==> config.mk <==
export PLATFORM = sky130hd
export DESIGN_NAME = phy_link_resolver
export DESIGN_NICKNAME = d
export VERILOG_FILES = /design/src/rtl/phy_link_resolver_pkg.sv /design/src/rtl/plr_mdio_port.sv /design/src/rtl/plr_poll_timer.sv /design/src/rtl/plr_mode_pick.sv /design/src/rtl/phy_link_resolver.sv
export SDC_FILE = /design/constraint.sdc
export NUM_CORES = 1
export LEC_CHECK = 0
export ABC_AREA = 1
export ABC_CLOCK_PERIOD_IN_PS = 2600
export BUFFER_PORTS_ARGS = -buffer_cell sky130_fd_sc_hd__buf_4
export CAP_MARGIN = 40
export CORE_ASPECT_RATIO = 1.25
export CORE_UTILIZATION = 45
export CTS_CLUSTER_DIAMETER = 150
export DETAILED_ROUTE_END_ITERATION = 10
export PLACE_DENSITY_LB_ADDON = 0.08
export SYNTH_ARGS = -nofsm -noshare
export SYNTH_HDL_FRONTEND = slang
export SYNTH_SLANG_ARGS = --single-unit
==> constraint.sdc <==
create_clock -name clk -period 2.6 [get_ports clk]
set_input_delay 0.52 -clock clk [delete_from_list [all_inputs] [get_ports clk]]
set_output_delay 0.52 -clock clk [all_outputs]
set_load 0.01 [all_outputs]
==> src/rtl/phy_link_resolver_pkg.sv <==
package phy_link_resolver_pkg;

   typedef enum logic [2:0] {
      ST_IDLE,
      ST_SCAN,
      ST_CTRL,
      ST_STAT,
      ST_ADV,
      ST_LPA
   } seq_state_t;

   typedef struct packed {
      logic spd100;
      logic fdx;
   } link_mode_t;

   // management register numbers
   localparam int RN_CTRL = 0;
   localparam int RN_STAT = 1;
   localparam int RN_ID   = 2;
   localparam int RN_ADV  = 4;
   localparam int RN_LPA  = 5;

   // bit positions
   localparam int B_LINK    = 2;
   localparam int B_ANDONE  = 5;
   localparam int B_AN_EN   = 12;
   localparam int B_SPD100  = 13;
   localparam int B_FDX     = 8;

   // abilities, highest priority first
   localparam int NUM_ABIL = 4;
   localparam int ABIL_BIT [NUM_ABIL] = '{8, 7, 6, 5};

   localparam link_mode_t MODE_DEFAULT = '{spd100: 1'b1, fdx: 1'b1};

endpackage

==> src/rtl/plr_mdio_port.sv <==
module plr_mdio_port #(
   parameter int PHY_AW = 5,
   parameter int REG_AW = 5,
   parameter int DW     = 16
) (
   input  logic              clk,
   input  logic              rst_n,
   input  logic              issue,
   input  logic              abort,
   input  logic [PHY_AW-1:0] in_phy,
   input  logic [REG_AW-1:0] in_reg,
   input  logic              rsp_valid,
   input  logic [DW-1:0]     rsp_data,
   output logic              req,
   output logic [PHY_AW-1:0] req_phy,
   output logic [REG_AW-1:0] req_reg,
   output logic              ready,
   output logic              rd_done,
   output logic [DW-1:0]     rd_data
);

   logic busy;
   logic drop;

   always_ff @(posedge clk or negedge rst_n) begin
      if (!rst_n) begin
         busy    <= 1'b0;
         drop    <= 1'b0;
         req_phy <= '0;
         req_reg <= '0;
         rd_done <= 1'b0;
         rd_data <= '0;
      end else begin
         rd_done <= 1'b0;
         if (busy) begin
            if (rsp_valid) begin
               busy <= 1'b0;
               drop <= 1'b0;
               if (!drop && !abort) begin
                  rd_done <= 1'b1;
                  rd_data <= rsp_data;
               end
            end else if (abort) begin
               drop <= 1'b1;
            end
         end else if (issue) begin
            busy    <= 1'b1;
            req_phy <= in_phy;
            req_reg <= in_reg;
         end
      end
   end

   assign req   = busy;
   assign ready = !busy;

endmodule

==> src/rtl/plr_poll_timer.sv <==
module plr_poll_timer #(
   parameter longint unsigned LIMIT = 500_000_000
) (
   input  logic clk,
   input  logic rst_n,
   input  logic clear,
   input  logic run,
   output logic expired
);

   localparam int CW = (LIMIT < 2) ? 1 : $clog2(LIMIT + 1);
   localparam logic [CW-1:0] LIM = CW'(LIMIT);

   logic [CW-1:0] cnt;

   always_ff @(posedge clk or negedge rst_n) begin
      if (!rst_n)
         cnt <= '0;
      else if (clear)
         cnt <= '0;
      else if (run && !expired)
         cnt <= cnt + 1'b1;
   end

   assign expired = (cnt >= LIM);

endmodule

==> src/rtl/plr_mode_pick.sv <==
module plr_mode_pick
   import phy_link_resolver_pkg::*;
#(
   parameter int DW = 16
) (
   input  logic [DW-1:0] common,
   output link_mode_t    mode
);

   logic [NUM_ABIL-1:0] ab;
   logic [NUM_ABIL-1:0] win;
   logic [NUM_ABIL:0]   taken;

   assign taken[0] = 1'b0;

   for (genvar i = 0; i < NUM_ABIL; i++) begin : g_prio
      assign ab[i]      = common[ABIL_BIT[i]];
      assign win[i]     = ab[i] & ~taken[i];
      assign taken[i+1] = taken[i] | ab[i];
   end

   // win[0]=100F, win[1]=100H, win[2]=10F, win[3]=10H
   always_comb begin
      if (!taken[NUM_ABIL]) begin
         mode = MODE_DEFAULT;
      end else begin
         mode.spd100 = win[0] | win[1];
         mode.fdx    = win[0] | win[2];
      end
   end

endmodule

==> src/rtl/phy_link_resolver.sv <==
module phy_link_resolver
   import phy_link_resolver_pkg::*;
#(
   parameter int              PHY_AW         = 5,
   parameter int              REG_AW         = 5,
   parameter int              DW             = 16,
   parameter int              SCAN_LAST      = 31,
   parameter longint unsigned TIMEOUT_CYCLES = 500_000_000
) (
   input  logic              clk,
   input  logic              rst_n,
   input  logic              start,
   output logic              mdio_req,
   output logic [PHY_AW-1:0] mdio_phy,
   output logic [REG_AW-1:0] mdio_reg,
   input  logic              rsp_valid,
   input  logic [DW-1:0]     rsp_data,
   output logic [PHY_AW-1:0] phy_addr,
   output logic              phy_found,
   output logic              link_up,
   output logic              speed100,
   output logic              full_duplex,
   output logic              done
);

   localparam logic [PHY_AW-1:0] ADDR_LAST = PHY_AW'(SCAN_LAST);
   localparam logic [DW-1:0]     ID_ONES   = '1;

   if (PHY_AW < 1 || SCAN_LAST < 0 || SCAN_LAST >= (1 << PHY_AW)) begin : g_bad_scan
      $error("phy_link_resolver: SCAN_LAST does not fit PHY_AW");
   end
   if (REG_AW < 3) begin : g_bad_reg
      $error("phy_link_resolver: REG_AW too small for register 5");
   end
   if (DW < 14) begin : g_bad_dw
      $error("phy_link_resolver: DW must hold bit 13");
   end

   seq_state_t        state, nxt_state;
   logic              pend;
   logic [PHY_AW-1:0] cur_addr;
   logic [DW-1:0]     ctrl_q;
   logic [DW-1:0]     adv_q;

   logic              port_ready, rd_done, issue;
   logic [DW-1:0]     rd_data;
   logic [REG_AW-1:0] want_reg;
   logic              tmr_clear, tmr_expired;
   link_mode_t        nego_mode;

   logic              fin, fin_found, fin_link, addr_inc;
   link_mode_t        fin_mode;

   // read request port
   always_comb begin
      unique case (state)
         ST_SCAN: want_reg = REG_AW'(RN_ID);
         ST_CTRL: want_reg = REG_AW'(RN_CTRL);
         ST_STAT: want_reg = REG_AW'(RN_STAT);
         ST_ADV:  want_reg = REG_AW'(RN_ADV);
         ST_LPA:  want_reg = REG_AW'(RN_LPA);
         default: want_reg = REG_AW'(RN_ID);
      endcase
   end

   assign issue = (state != ST_IDLE) && !pend && port_ready && !start;

   plr_mdio_port #(.PHY_AW(PHY_AW), .REG_AW(REG_AW), .DW(DW)) u_port (
      .clk       (clk),
      .rst_n     (rst_n),
      .issue     (issue),
      .abort     (start),
      .in_phy    (cur_addr),
      .in_reg    (want_reg),
      .rsp_valid (rsp_valid),
      .rsp_data  (rsp_data),
      .req       (mdio_req),
      .req_phy   (mdio_phy),
      .req_reg   (mdio_reg),
      .ready     (port_ready),
      .rd_done   (rd_done),
      .rd_data   (rd_data)
   );

   // status poll window
   assign tmr_clear = start || (state == ST_CTRL && rd_done);

   plr_poll_timer #(.LIMIT(TIMEOUT_CYCLES)) u_timer (
      .clk     (clk),
      .rst_n   (rst_n),
      .clear   (tmr_clear),
      .run     (state == ST_STAT),
      .expired (tmr_expired)
   );

   // negotiated mode
   plr_mode_pick #(.DW(DW)) u_pick (
      .common (adv_q & rd_data),
      .mode   (nego_mode)
   );

   // sequencing decisions
   always_comb begin
      nxt_state = state;
      fin       = 1'b0;
      fin_found = 1'b1;
      fin_link  = 1'b1;
      fin_mode  = MODE_DEFAULT;
      addr_inc  = 1'b0;
      if (rd_done) begin
         unique case (state)
            ST_SCAN: begin
               if (rd_data != ID_ONES && rd_data != '0) begin
                  nxt_state = ST_CTRL;
               end else if (cur_addr == ADDR_LAST) begin
                  fin       = 1'b1;
                  fin_found = 1'b0;
                  fin_link  = 1'b0;
               end else begin
                  addr_inc  = 1'b1;
               end
            end
            ST_CTRL: nxt_state = ST_STAT;
            ST_STAT: begin
               if ((rd_data[B_LINK] && (!ctrl_q[B_AN_EN] || rd_data[B_ANDONE]))
                   || tmr_expired) begin
                  if (!rd_data[B_LINK]) begin
                     fin      = 1'b1;
                     fin_link = 1'b0;
                  end else if (ctrl_q[B_AN_EN] && rd_data[B_ANDONE]) begin
                     nxt_state = ST_ADV;
                  end else begin
                     fin             = 1'b1;
                     fin_mode.spd100 = ctrl_q[B_SPD100];
                     fin_mode.fdx    = ctrl_q[B_FDX];
                  end
               end
            end
            ST_ADV: nxt_state = ST_LPA;
            ST_LPA: begin
               fin      = 1'b1;
               fin_mode = nego_mode;
            end
            default: nxt_state = ST_IDLE;
         endcase
         if (fin)
            nxt_state = ST_IDLE;
      end
   end

   always_ff @(posedge clk or negedge rst_n) begin
      if (!rst_n) begin
         state       <= ST_IDLE;
         pend        <= 1'b0;
         cur_addr    <= '0;
         ctrl_q      <= '0;
         adv_q       <= '0;
         phy_addr    <= '0;
         phy_found   <= 1'b0;
         link_up     <= 1'b0;
         speed100    <= 1'b0;
         full_duplex <= 1'b0;
         done        <= 1'b0;
      end else begin
         done <= 1'b0;
         if (start) begin
            state    <= ST_SCAN;
            pend     <= 1'b0;
            cur_addr <= '0;
         end else begin
            if (issue)
               pend <= 1'b1;
            if (rd_done) begin
               pend  <= 1'b0;
               state <= nxt_state;
               if (state == ST_CTRL)
                  ctrl_q <= rd_data;
               if (state == ST_ADV)
                  adv_q <= rd_data;
               if (addr_inc)
                  cur_addr <= cur_addr + 1'b1;
               if (fin) begin
                  done        <= 1'b1;
                  phy_found   <= fin_found;
                  phy_addr    <= fin_found ? cur_addr : '0;
                  link_up     <= fin_link;
                  speed100    <= fin_mode.spd100;
                  full_duplex <= fin_mode.fdx;
               end
            end
         end
      end
   end

endmodule

==> key figures, run 1 <==
CTS
  – Clock Sinks: 82
  – H-Tree Depth: 3
  – Hold buffer count at cts: 0
  – Cell at the root of the clock tree: sky130_fd_sc_hd__clkbuf_16
  – Number of setup buffers added after CTS: 0
  – Latest clock arrival within the worst-skew pair: 0.34 ns
  – Number of buffers inserted during clock tree synthesis: 9
  – Clock Tree Buf Depth: 2
  – Worst-path clk slew: 0.06 ns
  – Clock tree from TritonCTS: yes
  – Resized cells post-CTS: 0

Place
  – Instance area at placement: 4770 um^2
  – Number of input and output port buffers inserted: 38
  – Cell count after placement: 734
  – HPWL after detailed placement: 7.32 mm
  – Global placement routability congestion: 0.922

Min path
  – Worst min path class: primary input to async pin

Critical path
  – Chain of cells forming the critical path: ha_1 > nand2_1 > nor2_1 > ha_1 > nand3_1 > nand2_1 > inv_1 > nand2_2 > nand2_2 > a21oi_4 > nand2_1 > nand2_1
  – Slack of the worst reg-to-reg path: 0.62 ns
  – WP data required: 2.88 ns
  – Reg2reg path depth: 12
  – Crit end category: flop
  – Slowest stage delay, CP: 0.40 ns
  – Nature of the critical path startpoint: flop
  – WP data arrival: 2.26 ns
  – Slowest cell on the critical path: sky130_fd_sc_hd__dfrtp_1
  – Critical path start-end classification: flop to flop
  – Worst Path Max Fanout: 11
  – Reg2reg end: phy_addr[3]
  – Crit Reg-Reg Startpoint: cur_addr[0]
  – Library cell appearing most often on the critical path: sky130_fd_sc_hd__nand2_1

Run status
  – Outcome: complete, no violations

Cells and area
  – Count of placed standard cells in the final layout, fillers left out: 749
  – Final standard cell area without fillers: 5040 um^2
  – Proportion of layout cells with a drive suffix above 1: 13.1%
  – Area added between synthesis and finish: 16.5%
  – Leading registers by flop count: u_timer.cnt (29), u_port.rd_data (16)
  – Number of diodes added for antenna fixing: 0
  – Fillers: 905
  – Flip-flop count of the largest register after layout: 29
  – Largest register by flop count: u_timer.cnt
  – Number of nets in the final layout: 646

Global routing
  – Number of global-route vias before repair: 3787
  – Largest net degree at the start of global routing: 44
  – Global-route wire length before repair: 17.0 mm
  – Number of antenna violations at the first check in global routing: 0
  – Global route total overflow: 0
  – All-layer global routing usage: 22.0%

Floorplanning
  – Top Ports: 41
  – Initial Util: 46.9%
  – Core ar.: 9220 um^2
  – Die Outline Area: 10000 um^2
  – Floorplan die width: 89.7 um
  – Total number of placement rows: 39
  – Die Y: 112 um

Timing
  – Max-slew headroom: 63.2%
  – Final sum of negative setup slack: 0 ns
  – Post-route minimum period: 1.98 ns
  – Final worst clock skew: 0.00535 ns
  – Max-slew violation total from the final report: 0
  – Unrepaired setup endpoints after global routing: no
  – Final Hold Fails: 0
  – Worst-margin pin slew: 0.552 ns
  – Number of failing setup endpoints in the final timing report: 0
  – Worst hold slack across all endpoints: 0.168 ns
  – Period utilisation layout: 76.1%
  – Achievable frequency: 0.505 GHz

Run
  – Number of max-capacitance violations reported: 0

Detailed routing
  – Routed wire length per instance: 13.1 um
  – Drt first-iter violations: 167
  – Routed vias/inst: 5.08
  – Number of vias in the routed layout: 3808
  – TritonRoute pass-1 iters: 4
  – DRC violations left: 0
  – Final Routed Wirelength: 9.83 mm
  – Residual antenna-violating net count after detailed routing: 0

Power
  – Cell area power density: 733 nW/um^2
  – Total power: 3.69 mW
  – Worst voltage drop across the vdd grid: 0.484 mV
  – Leak Pwr: 2.44 nW

Synthesis
  – Flops & latches, synth: 82
  – Number of warning messages in the yosys log: 0
  – Sequential element share of the synthesized area: 47.4%
  – Gate Count Post-Synth: 577
  – Synthesized area per cell: 7.50 um^2
  – Cell area after synthesis: 4330 um^2
  – Number of distinct library cell variants in the gate-level netlist after synthesis: 39
==> layout by cell type, fill, tap and decap left out, types with 2 or more instances in the layout <==
cell type,instances
sky130_fd_sc_hd__a21oi_1,23
sky130_fd_sc_hd__a21oi_4,2
sky130_fd_sc_hd__buf_4,41
sky130_fd_sc_hd__dfrtp_1,82
sky130_fd_sc_hd__or2_2,3
sky130_fd_sc_hd__nand2_1,179
sky130_fd_sc_hd__nor3_2,4
sky130_fd_sc_hd__nor3_1,20
sky130_fd_sc_hd__o21ai_0,45
sky130_fd_sc_hd__clkbuf_8,2
sky130_fd_sc_hd__inv_2,3
sky130_fd_sc_hd__nand4_1,12
sky130_fd_sc_hd__clkinv_1,2
sky130_fd_sc_hd__clkinv_2,3
sky130_fd_sc_hd__inv_1,66
sky130_fd_sc_hd__clkbuf_16,9
sky130_fd_sc_hd__nand2_2,6
sky130_fd_sc_hd__o31ai_1,3
sky130_fd_sc_hd__nor2_2,2
sky130_fd_sc_hd__nand3_1,28
sky130_fd_sc_hd__nor4_1,2
sky130_fd_sc_hd__a31oi_1,4
sky130_fd_sc_hd__nor2_4,2
sky130_fd_sc_hd__ha_1,4
sky130_fd_sc_hd__xor2_1,2
sky130_fd_sc_hd__xnor2_1,2
sky130_fd_sc_hd__conb_1,2
sky130_fd_sc_hd__nor2_1,60
sky130_fd_sc_hd__nand3_2,2
==> power breakdown <==
part	total, mW	switching [mW]	internal (mW)
registers	1.70	0.197	1.51
clock network	1.18	0.488	0.689
logic	0.814	0.505	0.310
==> logic make-up after synthesis <==
family / count (synthesis) / share of synthesized area (%)
simple gates: 323 / 32.4
compound gates: 83 / 10.8
xor+xnor: 4 / 0.810
other cells: 1 / 0.0867
flops: 82 / 47.4
buf+inv: 80 / 7.32
fa+ha+maj: 4 / 1.16
==> worst max path at each step <==
stage                start           endpoint  slack, ns
3_5_place_dp   cur_addr[0]        phy_addr[3]       0.62
6_report       cur_addr[0]        phy_addr[3]       0.62
2_1_floorplan        start  u_port.rd_data[0]       0.91
5_1_grt        cur_addr[0]        phy_addr[3]       0.39
3_3_place_gp   cur_addr[1]        phy_addr[4]       0.68
4_1_cts        cur_addr[0]        phy_addr[3]       0.59
==> metrics by stage <==
step | setup WS, ns | util, %
after floorplan | 0.913 | -
after global placement | 0.677 | 51.7
after detailed placement | 0.617 | 51.7
after CTS | 0.590 | 54.6
after global routing | 0.388 | 54.6
final | 0.621 | 54.6
==> final cells by class <==
cell class	instances	area, um^2	share of cell area [%]
clock buffers	12	256	5.09
clock inverters	3	15.0	0.298
inverters	71	267	5.29
multi-input cells	416	1970	39.0
flip-flops and latches	82	2050	40.7
well taps	123	154	3.06
repair buffers	42	328	6.51
==> cells in the mapped netlist (all sizes together) <==
master  instances  area (um^2)
o31ai           3         22.5
o21ai          46          230
or2             3         18.8
nand4          12         75.1
nor3           24          135
nor2           64          260
clkbuf          4         15.0
inv            69          259
o211ai          1         7.51
nand2         185          709
ha              4         50.1
nor3b           1         7.51
clkinv          2         7.51
a21oi          26          156
buf             5         35.0
xnor2           2         17.5
conb            1         3.75
nor4            2         12.5
a21boi          1         7.51
dfrtp          82         2050
o21bai          1         7.51
xor2            2         17.5
o311ai          1         8.76
nand3          31          178
and3            1         6.26
a31oi           4         25.0
==> worst max-delay path, delay by kind of cell, from the launching register on <==
kind	cells	cell delay [ns]
compound gates	1	0.26
flops	1	0.40
fa+ha+maj	2	0.44
simple gates	8	0.75
buf+inv	1	0.07
==> metal layers <==
layer  wire (um)  GRT usage [%]  up-vias
li1            -              -     1932
met1        4320           26.2     1767
met2        4880           37.3       86
met3         309           3.41       23
met4         323           12.0        0
met5           0              0        -
Note: power is estimated with default switching activity, not from simulation.
==> run 2, diff against run 1 <==
--- a/config.mk
+++ b/config.mk
@@ -5,8 +5,8 @@
 export SDC_FILE = /design/constraint.sdc
 export NUM_CORES = 1
 export LEC_CHECK = 0
-export ABC_AREA = 1
-export ABC_CLOCK_PERIOD_IN_PS = 2600
+export ABC_AREA = 0
+export ABC_CLOCK_PERIOD_IN_PS = 1900
 export BUFFER_PORTS_ARGS = -buffer_cell sky130_fd_sc_hd__buf_4
 export CAP_MARGIN = 40
 export CORE_ASPECT_RATIO = 1.25
==> constraint.sdc (replaced) <==
create_clock -name clk -period 1.9 [get_ports clk]
set_input_delay 0.38 -clock clk [delete_from_list [all_inputs] [get_ports clk]]
set_output_delay 0.38 -clock clk [all_outputs]
set_load 0.01 [all_outputs]
==> key figures, run 2 <==
Run status
  – Outcome: finished, violations left (was complete, no violations)
  – Failing checks: setup timing

Critical path
  – CP top delay family: compound AO/OA/AOI/OAI gates (was simple AND/OR/NAND/NOR gates)
  – Crit end category: flop (unchanged)
  – Worst Path Max Fanout: 6 (was 11)
  – Slowest stage delay, CP: 0.41 ns (was 0.40 ns)
  – Chain of cells forming the critical path: nand4b_1 > a211oi_2 > o221ai_2 > buf_4 > o211ai_4 > nand2_4 > mux2_4 (was ha_1 > nand2_1 > nor2_1 > ha_1 > nand3_1 > nand2_1 > inv_1 > nand2_2 > nand2_2 > a21oi_4 > nand2_1 > nand2_1)
  – Slowest cell on the critical path: sky130_fd_sc_hd__dfrtp_1 (unchanged)
  – WP data required: 2.13 ns (was 2.88 ns)
  – WP data arrival: 2.25 ns (was 2.26 ns)
  – Nature of the critical path startpoint: flop (unchanged)
  – Critical path start-end classification: flop to flop (unchanged)
  – Count of buffer and inverter cells on the critical path: 1 (unchanged)

Detailed routing
  – Routed vias/inst: 5.37 (was 5.08)
  – TritonRoute pass-1 iters: 4 (unchanged)
  – Routed wire length per instance: 15.6 um (was 13.1 um)
  – DRC violations left: 0 (unchanged)
  – Final Routed Wirelength: 9.75 mm (was 9.83 mm)
  – Drt first-iter violations: 138 (was 167)
  – Residual antenna-violating net count after detailed routing: 0 (unchanged)
  – Number of vias in the routed layout: 3346 (was 3808)

Floorplanning
  – Die Y: 108 um (was 112 um)
  – Core ar.: 8750 um^2 (was 9220 um^2)
  – Initial Util: 46.5% (was 46.9%)
  – Total number of placement rows: 38 (was 39)
  – Top Ports: 41 (unchanged)
  – Die Outline Area: 9430 um^2 (was 10000 um^2)
  – Floorplan die width: 87.0 um (was 89.7 um)

Timing
  – Final sum of negative setup slack: -0.734 ns (was 0 ns)
  – Achievable frequency: 0.497 GHz (was 0.505 GHz)
  – Final worst clock skew: 0.00942 ns (was 0.00535 ns)
  – Max-slew violation total from the final report: 0 (unchanged)
  – Final Hold Fails: 0 (unchanged)
  – Unrepaired setup endpoints after global routing: yes (was no)
  – Number of failing setup endpoints in the final timing report: 13 (was 0)
  – Post-route minimum period: 2.01 ns (was 1.98 ns)
  – Period utilisation layout: 106% (was 76.1%)
  – PnR worst setup slack: -0.111 ns (was 0.621 ns)

Synthesis
  – Async S/R FF share, synth: 100% (unchanged)
  – Cell area after synthesis: 4070 um^2 (was 4330 um^2)
  – Number of enable-type register cells in the synthesized netlist: 0 (unchanged)
  – Prevailing post-synth register cell: sky130_fd_sc_hd__dfrtp_1 (unchanged)
  – Flops & latches, synth: 82 (unchanged)
  – Most area-consuming cells after synthesis: sky130_fd_sc_hd__dfrtp_1 (50%), sky130_fd_sc_hd__mux2_2 (8.3%), sky130_fd_sc_hd__xor2_1 (3.7%) (was sky130_fd_sc_hd__dfrtp_1 (47%), sky130_fd_sc_hd__nand2_1 (16%), sky130_fd_sc_hd__inv_1 (5.7%))
  – Number of warning messages in the yosys log: 0 (unchanged)
  – Sequential element share of the synthesized area: 50.4% (was 47.4%)
  – Commonest cells in the netlist: sky130_fd_sc_hd__dfrtp_1 (82), sky130_fd_sc_hd__mux2_2 (30), sky130_fd_sc_hd__nand2_1 (30), sky130_fd_sc_hd__nor2_1 (29), sky130_fd_sc_hd__nand4_1 (23) (was sky130_fd_sc_hd__nand2_1 (179), sky130_fd_sc_hd__dfrtp_1 (82), sky130_fd_sc_hd__inv_1 (66), sky130_fd_sc_hd__nor2_1 (60), sky130_fd_sc_hd__o21ai_0 (45))
  – Portion of synthesized cell area occupied by the leading cell type: 50.4% (was 47.4%)
  – Synthesized area per cell: 10.6 um^2 (was 7.50 um^2)
  – Number of distinct library cell variants in the gate-level netlist after synthesis: 52 (was 39)
  – Yosys top cell by area: sky130_fd_sc_hd__dfrtp_1 (unchanged)
  – Gate Count Post-Synth: 383 (was 577)
  – Most frequent cell after synthesis: sky130_fd_sc_hd__dfrtp_1 (was sky130_fd_sc_hd__nand2_1)

CTS
  – H-Tree Depth: 3 (unchanged)
  – Clock Tree Buf Depth: 2 (unchanged)
  – Clock tree from TritonCTS: yes (unchanged)
  – Number of buffers inserted during clock tree synthesis: 9 (unchanged)
  – Worst-path clk slew: 0.08 ns (was 0.06 ns)
  – Cell at the root of the clock tree: sky130_fd_sc_hd__clkbuf_8 (was sky130_fd_sc_hd__clkbuf_16)
  – Clock Sinks: 82 (unchanged)
  – Latest clock arrival within the worst-skew pair: 0.35 ns (was 0.34 ns)

Cells and area
  – Largest register by flop count: u_timer.cnt (unchanged)
  – Proportion of layout cells with a drive suffix above 1: 41.6% (was 13.1%)
  – Flip-flop count of the largest register after layout: 29 (unchanged)
  – Leading registers by flop count: u_timer.cnt (29), u_port.rd_data (16) (unchanged)
  – Most frequent standard cell in the layout excluding fill and tap cells: sky130_fd_sc_hd__buf_4 (was sky130_fd_sc_hd__nand2_1)
  – Number of nets in the final layout: 523 (was 646)
  – Highest-count cells in the layout ignoring fill and taps: sky130_fd_sc_hd__buf_4 (108), sky130_fd_sc_hd__dfrtp_1 (81), sky130_fd_sc_hd__mux2_2 (30) (was sky130_fd_sc_hd__nand2_1 (179), sky130_fd_sc_hd__dfrtp_1 (82), sky130_fd_sc_hd__inv_1 (66))
  – Number of diodes added for antenna fixing: 0 (unchanged)
  – Fillers: 774 (was 905)
  – Area added between synthesis and finish: 34.0% (was 16.5%)

Power
  – Switch Pwr: 1.49 mW (was 1.19 mW)
  – Net switching fraction of the power: 31.5% (was 32.2%)
  – Leak Pwr: 2.69 nW (was 2.44 nW)
  – Fraction of power consumed by the clock network: 24.2% (was 31.9%)
  – Share of power burned in combinational logic: 28.0% (was 22.0%)
  – Worst voltage drop across the vdd grid: 0.596 mV (was 0.484 mV)
  – Cell area power density: 868 nW/um^2 (was 733 nW/um^2)
  – Internal power: 3.24 mW (was 2.50 mW)
  – Total power: 4.73 mW (was 3.69 mW)
  – Proportion of power drawn by flip-flops and latches: 47.8% (was 46.1%)

Global routing
  – Global-route wire length before repair: 15.8 mm (was 17.0 mm)
  – Global route total overflow: 0 (unchanged)
  – Largest net degree at the start of global routing: 36 (was 44)
  – All-layer global routing usage: 21.8% (was 22.0%)
  – Number of global-route vias before repair: 3315 (was 3787)
  – Number of antenna violations at the first check in global routing: 0 (unchanged)

Place
  – Global placement routability congestion: 0.864 (was 0.922)
  – Number of input and output port buffers inserted: 38 (unchanged)
  – HPWL after detailed placement: 6.66 mm (was 7.32 mm)

Min path
  – Worst min path class: primary input to flop (was primary input to async pin)

Run
  – Number of max-capacitance violations reported: 0 (unchanged)
==> run 2: changes by cell type after synthesis, sizes merged, moves of 20 or more <==
cell,change
nor2,-35
mux2,+33
nand2,-154
inv,-61
nand3,-20
o21ai,-33
==> run 2: final timing paths <==
path | startpoint | to | slack, ns | cells past startpoint
worst min-delay path | rsp_valid | u_port.drop | 0.22 | 2
min in group asynchronous | rst_n | u_timer.cnt[19] | 0.38 | 2
worst min register to register | u_timer.cnt[28] | u_timer.cnt[28] | 0.48 | 1
worst max register to register | u_timer.cnt[15] | phy_found | -0.11 | 7
worst max-delay path | u_timer.cnt[15] | phy_found | -0.11 | 7
max in group asynchronous | rst_n | adv_q[8] | 1.02 | 3
==> run 2: power by group through the flow <==
stage	registers [mW]	clock network [mW]	logic [mW]
2_1_floorplan	2.25	0	0.651
3_3_place_gp	2.25	0	1.18
3_5_place_dp	2.27	0	1.22
4_1_cts	2.26	1.18	1.30
5_1_grt	2.29	1.25	1.46
6_report	2.26	1.14	1.33
==> run 2: timing repair <==
action | CTS | global route
hold buffers | 1 | 0
pin swaps | 13 | 25
hold endpoints to repair | 5 | 0
gates cloned | 1 | 0
resized for setup | 15 | 37
setup buffers | 5 | 14
setup endpoints to repair | 14 | 30
==> run 2: layer usage <==
metal  vias to the layer above  global-route usage, %  part of all wire, %
li1                       1615                      -                    -
met1                      1665                   26.2                   42
met2                        50                   39.0                   53
met3                        16                   4.05                  2.6
met4                         0                   7.02                  1.6
met5                         -                      0                    0
==> run 2: stage by stage <==
stage	hold slack [ns]	setup WS [ns]	cell area [um^2]	utilization, %	cells
2_1_floorplan	0.0844	0.0179	4080	-	384
3_3_place_gp	0.214	-0.0890	4910	56.1	587
3_5_place_dp	0.212	-0.0920	4920	56.2	588
4_1_cts	0.193	-0.0230	5200	59.4	609
5_1_grt	0.194	-0.213	5450	62.3	623
6_report	0.217	-0.111	5450	62.3	623
==> run 2: cell families after synthesis <==
kind of cell / Yosys count / synth area share, %
buffers and inverters: 27 / 3.05
multiplexers: 36 / 10.2
AND/OR/NAND/NOR: 159 / 21.9
XOR/XNOR: 20 / 4.31
other: 1 / 0.0922
flip-flops: 82 / 50.4
AO/OA/AOI/OAI: 54 / 8.86
adder cells (fa/ha/maj): 4 / 1.23
==> run 2: final cells by class <==
type | count | area (um^2) | area share, %
clock buffer | 12 | 155 | 2.85
clock inverter | 3 | 15.0 | 0.276
inverter | 8 | 30.0 | 0.551
multi-input combinational | 276 | 2070 | 38.0
sequential | 82 | 2050 | 37.7
tap | 120 | 150 | 2.76
timing repair buffer | 122 | 973 | 17.9
==> run 2: worst reg2reg max path, stage by stage, from the launching register on <==
cell                       delay (ns)
sky130_fd_sc_hd__dfrtp_1         0.41
sky130_fd_sc_hd__nand4b_1        0.20
sky130_fd_sc_hd__a211oi_2        0.24
sky130_fd_sc_hd__o221ai_2        0.18
sky130_fd_sc_hd__buf_4           0.17
sky130_fd_sc_hd__o211ai_4        0.25
sky130_fd_sc_hd__nand2_4         0.13
sky130_fd_sc_hd__mux2_4          0.31
==> run 3, diff against run 2 <==
--- a/config.mk
+++ b/config.mk
@@ -10,9 +10,10 @@
 export BUFFER_PORTS_ARGS = -buffer_cell sky130_fd_sc_hd__buf_4
 export CAP_MARGIN = 40
 export CORE_ASPECT_RATIO = 1.25
-export CORE_UTILIZATION = 45
+export CORE_UTILIZATION = 49
 export CTS_CLUSTER_DIAMETER = 150
 export DETAILED_ROUTE_END_ITERATION = 10
+export MAX_ROUTING_LAYER = met4
 export PLACE_DENSITY_LB_ADDON = 0.08
 export SYNTH_ARGS = -nofsm -noshare
 export SYNTH_HDL_FRONTEND = slang
==> key figures, run 3 (synthesis gave the netlist of run 2 again) <==
Timing
  – Final sum of negative setup slack: -0.295 ns (was -0.734 ns)
  – Unrepaired setup endpoints after global routing: yes (unchanged)
  – Achievable frequency: 0.512 GHz (was 0.497 GHz)
  – Worst-margin pin slew: 0.593 ns
  – Post-route minimum period: 1.95 ns (was 2.01 ns)
  – Final Hold Fails: 0 (unchanged)
  – Number of failing setup endpoints in the final timing report: 11 (was 13)
  – Max-slew headroom: 60.4%
  – Max-slew violation total from the final report: 0 (unchanged)
  – Final worst clock skew: 0.00897 ns (was 0.00942 ns)
  – PnR worst setup slack: -0.0538 ns (was -0.111 ns)
  – Period utilisation layout: 103% (was 106%)

Cells and area
  – Area added between synthesis and finish: 30.1% (was 34.0%)
  – Fillers: 644 (was 774)
  – Register area: 2050 um^2 (about the same)
  – Most frequent standard cell in the layout excluding fill and tap cells: sky130_fd_sc_hd__buf_4 (unchanged)
  – Number of nets in the final layout: 510 (was 523)
  – Leading registers by flop count: u_timer.cnt (29), u_port.rd_data (16) (unchanged)
  – Number of diodes added for antenna fixing: 0 (unchanged)
  – Flip-flop count of the largest register after layout: 29 (unchanged)
  – Area occupied by multi-input gates: 2010 um^2 (was 2070 um^2)
  – Largest register by flop count: u_timer.cnt (unchanged)
  – Final standard cell area without fillers: 5290 um^2 (was 5450 um^2)
  – Proportion of layout cells with a drive suffix above 1: 37.9% (was 41.6%)
  – Fin util: 66.8% (was 62.3%)
  – Highest-count cells in the layout ignoring fill and taps: sky130_fd_sc_hd__buf_4 (102), sky130_fd_sc_hd__dfrtp_1 (82), sky130_fd_sc_hd__mux2_2 (30) (was sky130_fd_sc_hd__buf_4 (108), sky130_fd_sc_hd__dfrtp_1 (81), sky130_fd_sc_hd__mux2_2 (30))

CTS
  – Number of buffers inserted during clock tree synthesis: 9 (unchanged)
  – Clock tree from TritonCTS: yes (unchanged)
  – Clock Sinks: 82 (unchanged)
  – Worst-path clk slew: 0.08 ns (about the same)
  – H-Tree Depth: 3 (unchanged)
  – Latest clock arrival within the worst-skew pair: 0.37 ns (was 0.35 ns)
  – Clock Tree Buf Depth: 2 (unchanged)
  – Cell at the root of the clock tree: sky130_fd_sc_hd__clkbuf_8 (unchanged)

Min path
  – Worst min path class: primary input to flop (unchanged)
  – Hold-critical path depth: 2 (unchanged)
  – Worst Hold Endpoint: u_port.drop (unchanged)
  – Start point of the worst min-delay path: rsp_valid (unchanged)

Global routing
  – Global-route wire length before repair: 16.5 mm (was 15.8 mm)
  – All-layer global routing usage: 24.7% (was 21.8%)
  – Global route total overflow: 0 (unchanged)
  – Number of antenna violations at the first check in global routing: 0 (unchanged)
  – Largest net degree at the start of global routing: 46 (was 36)
  – Number of global-route vias before repair: 3460 (was 3315)

Place
  – HPWL after detailed placement: 6.78 mm (was 6.66 mm)
  – Instance area at placement: 4870 um^2 (was 4920 um^2)
  – Number of input and output port buffers inserted: 38 (unchanged)
  – Global placement routability congestion: 0.891 (was 0.864)

Power
  – Total power: 4.94 mW (was 4.73 mW)
  – Cell area power density: 934 nW/um^2 (was 868 nW/um^2)
  – Leak Pwr: 2.60 nW (was 2.69 nW)
  – Worst voltage drop across the vdd grid: 0.778 mV (was 0.596 mV)

Detailed routing
  – DRC violations left: 0 (unchanged)
  – Routed wire length per instance: 16.5 um (was 15.6 um)
  – Residual antenna-violating net count after detailed routing: 0 (unchanged)
  – Drt first-iter violations: 97 (was 138)
  – Final Routed Wirelength: 9.69 mm (was 9.75 mm)
  – Routed vias/inst: 5.61 (was 5.37)
  – TritonRoute pass-1 iters: 4 (unchanged)
  – Number of vias in the routed layout: 3287 (was 3346)

Critical path
  – Nature of the critical path startpoint: flop (unchanged)
  – Worst Path Max Fanout: 9 (was 6)
  – Chain of cells forming the critical path: buf_4 > o21ai_2 > a211oi_2 > o221ai_2 > buf_4 > nand3_4 > buf_6 > or3_4 > a21oi_2 (was nand4b_1 > a211oi_2 > o221ai_2 > buf_4 > o211ai_4 > nand2_4 > mux2_4)
  – Slowest stage delay, CP: 0.40 ns (was 0.41 ns)
  – WP data arrival: 2.25 ns (about the same)
  – Count of buffer and inverter cells on the critical path: 3 (was 1)
  – Reg2reg path depth: 9 (was 7)
  – CP top delay family: compound AO/OA/AOI/OAI gates (unchanged)
  – Crit Reg-Reg Startpoint: u_timer.cnt[9] (was u_timer.cnt[15])
  – Start point of the critical path: u_timer.cnt[9] (was u_timer.cnt[15])
  – Crit end category: flop (unchanged)
  – WP data required: 2.20 ns (was 2.13 ns)
  – Library cell appearing most often on the critical path: sky130_fd_sc_hd__buf_4
  – Critical path start-end classification: flop to flop (unchanged)
  – Reg2reg end: u_timer.cnt[16] (was phy_found)
  – Slowest cell on the critical path: sky130_fd_sc_hd__dfrtp_1 (unchanged)
  – Slack of the worst reg-to-reg path: -0.05 ns (was -0.11 ns)

Run
  – Number of max-capacitance violations reported: 0 (unchanged)

Floorplanning
  – Total number of placement rows: 36 (was 38)
  – Initial Util: 51.3% (was 46.5%)
  – Core ar.: 7930 um^2 (was 8750 um^2)
  – Top Ports: 41 (unchanged)
  – Die Y: 104 um (was 108 um)
  – Die Outline Area: 8670 um^2 (was 9430 um^2)
  – Floorplan die width: 83.5 um (was 87.0 um)

Run status
  – Failing checks: setup timing (unchanged)
  – Outcome: finished, violations left (unchanged)
-- run 3: what timing repair did --
action                                  4_1_cts  5_1_grt
endpoints found under the setup margin       19       38
hold buffers                                  1        0
gates resized for setup                      14       14
buffers inserted                              5        4
pin swaps                                     9       17
endpoints found under the hold margin        53        0
cloned                                        1        0
-- run 3: how the worst max path moves through the flow --
stage | depth (start not counted) | slack [ns] | endpoint
floorplan | 7 | 0.02 | link_up
global placement | 6 | -0.04 | u_timer.cnt[26]
detailed placement | 8 | -0.10 | speed100
CTS | 6 | -0.04 | phy_addr[1]
global route | 8 | -0.14 | u_timer.cnt[16]
finish | 9 | -0.05 | u_timer.cnt[16]
-- run 3: final cells by class --
cell class / instances / area share [%]
tap: 95 / 2.25
clock buffer: 10 / 2.60
sequential: 82 / 38.8
timing repair buffer: 109 / 16.3
multi-input combinational: 276 / 38.0
inverter: 8 / 0.567
clock inverter: 6 / 1.51
-- run 3: through the flow --
stage | std cells | worst slack [ns] | hold slack [ns]
6_report | 586 | -0.0538 | 0.197
5_1_grt | 586 | -0.138 | 0.203
4_1_cts | 582 | -0.0408 | 0.188
3_5_place_dp | 559 | -0.101 | 0.376
3_3_place_gp | 559 | -0.0435 | 0.376
2_1_floorplan | 384 | 0.0179 | 0.0844
-- run 3: power breakdown --
| group | total [mW] | leakage (nW) | internal, mW | switching, mW |
|---|---|---|---|---|
| clock | 1.41 | 0.116 | 0.767 | 0.639 |
| sequential | 2.26 | 1.10 | 2.01 | 0.251 |
| combinational | 1.28 | 1.39 | 0.667 | 0.611 |
| total | 4.94 | 2.60 | 3.44 | 1.50 |
-- run 3: per-layer routing --
layer | GRT usage [%] | vias up | routed length (um)
li1 | - | 1589 | -
met1 | 29.8 | 1613 | 4170
met2 | 41.6 | 63 | 5020
met3 | 2.86 | 22 | 242
met4 | 11.1 | 0 | 257
met5 | - | - | 0
-- run 3: worst reg2reg max path: stages, from the launching register on --
cell	delay (ns)
sky130_fd_sc_hd__dfrtp_1	0.40
sky130_fd_sc_hd__buf_4	0.14
sky130_fd_sc_hd__o21ai_2	0.13
sky130_fd_sc_hd__a211oi_2	0.09
sky130_fd_sc_hd__o221ai_2	0.19
sky130_fd_sc_hd__buf_4	0.16
sky130_fd_sc_hd__nand3_4	0.12
sky130_fd_sc_hd__buf_6	0.17
sky130_fd_sc_hd__or3_4	0.36
sky130_fd_sc_hd__a21oi_2	0.13
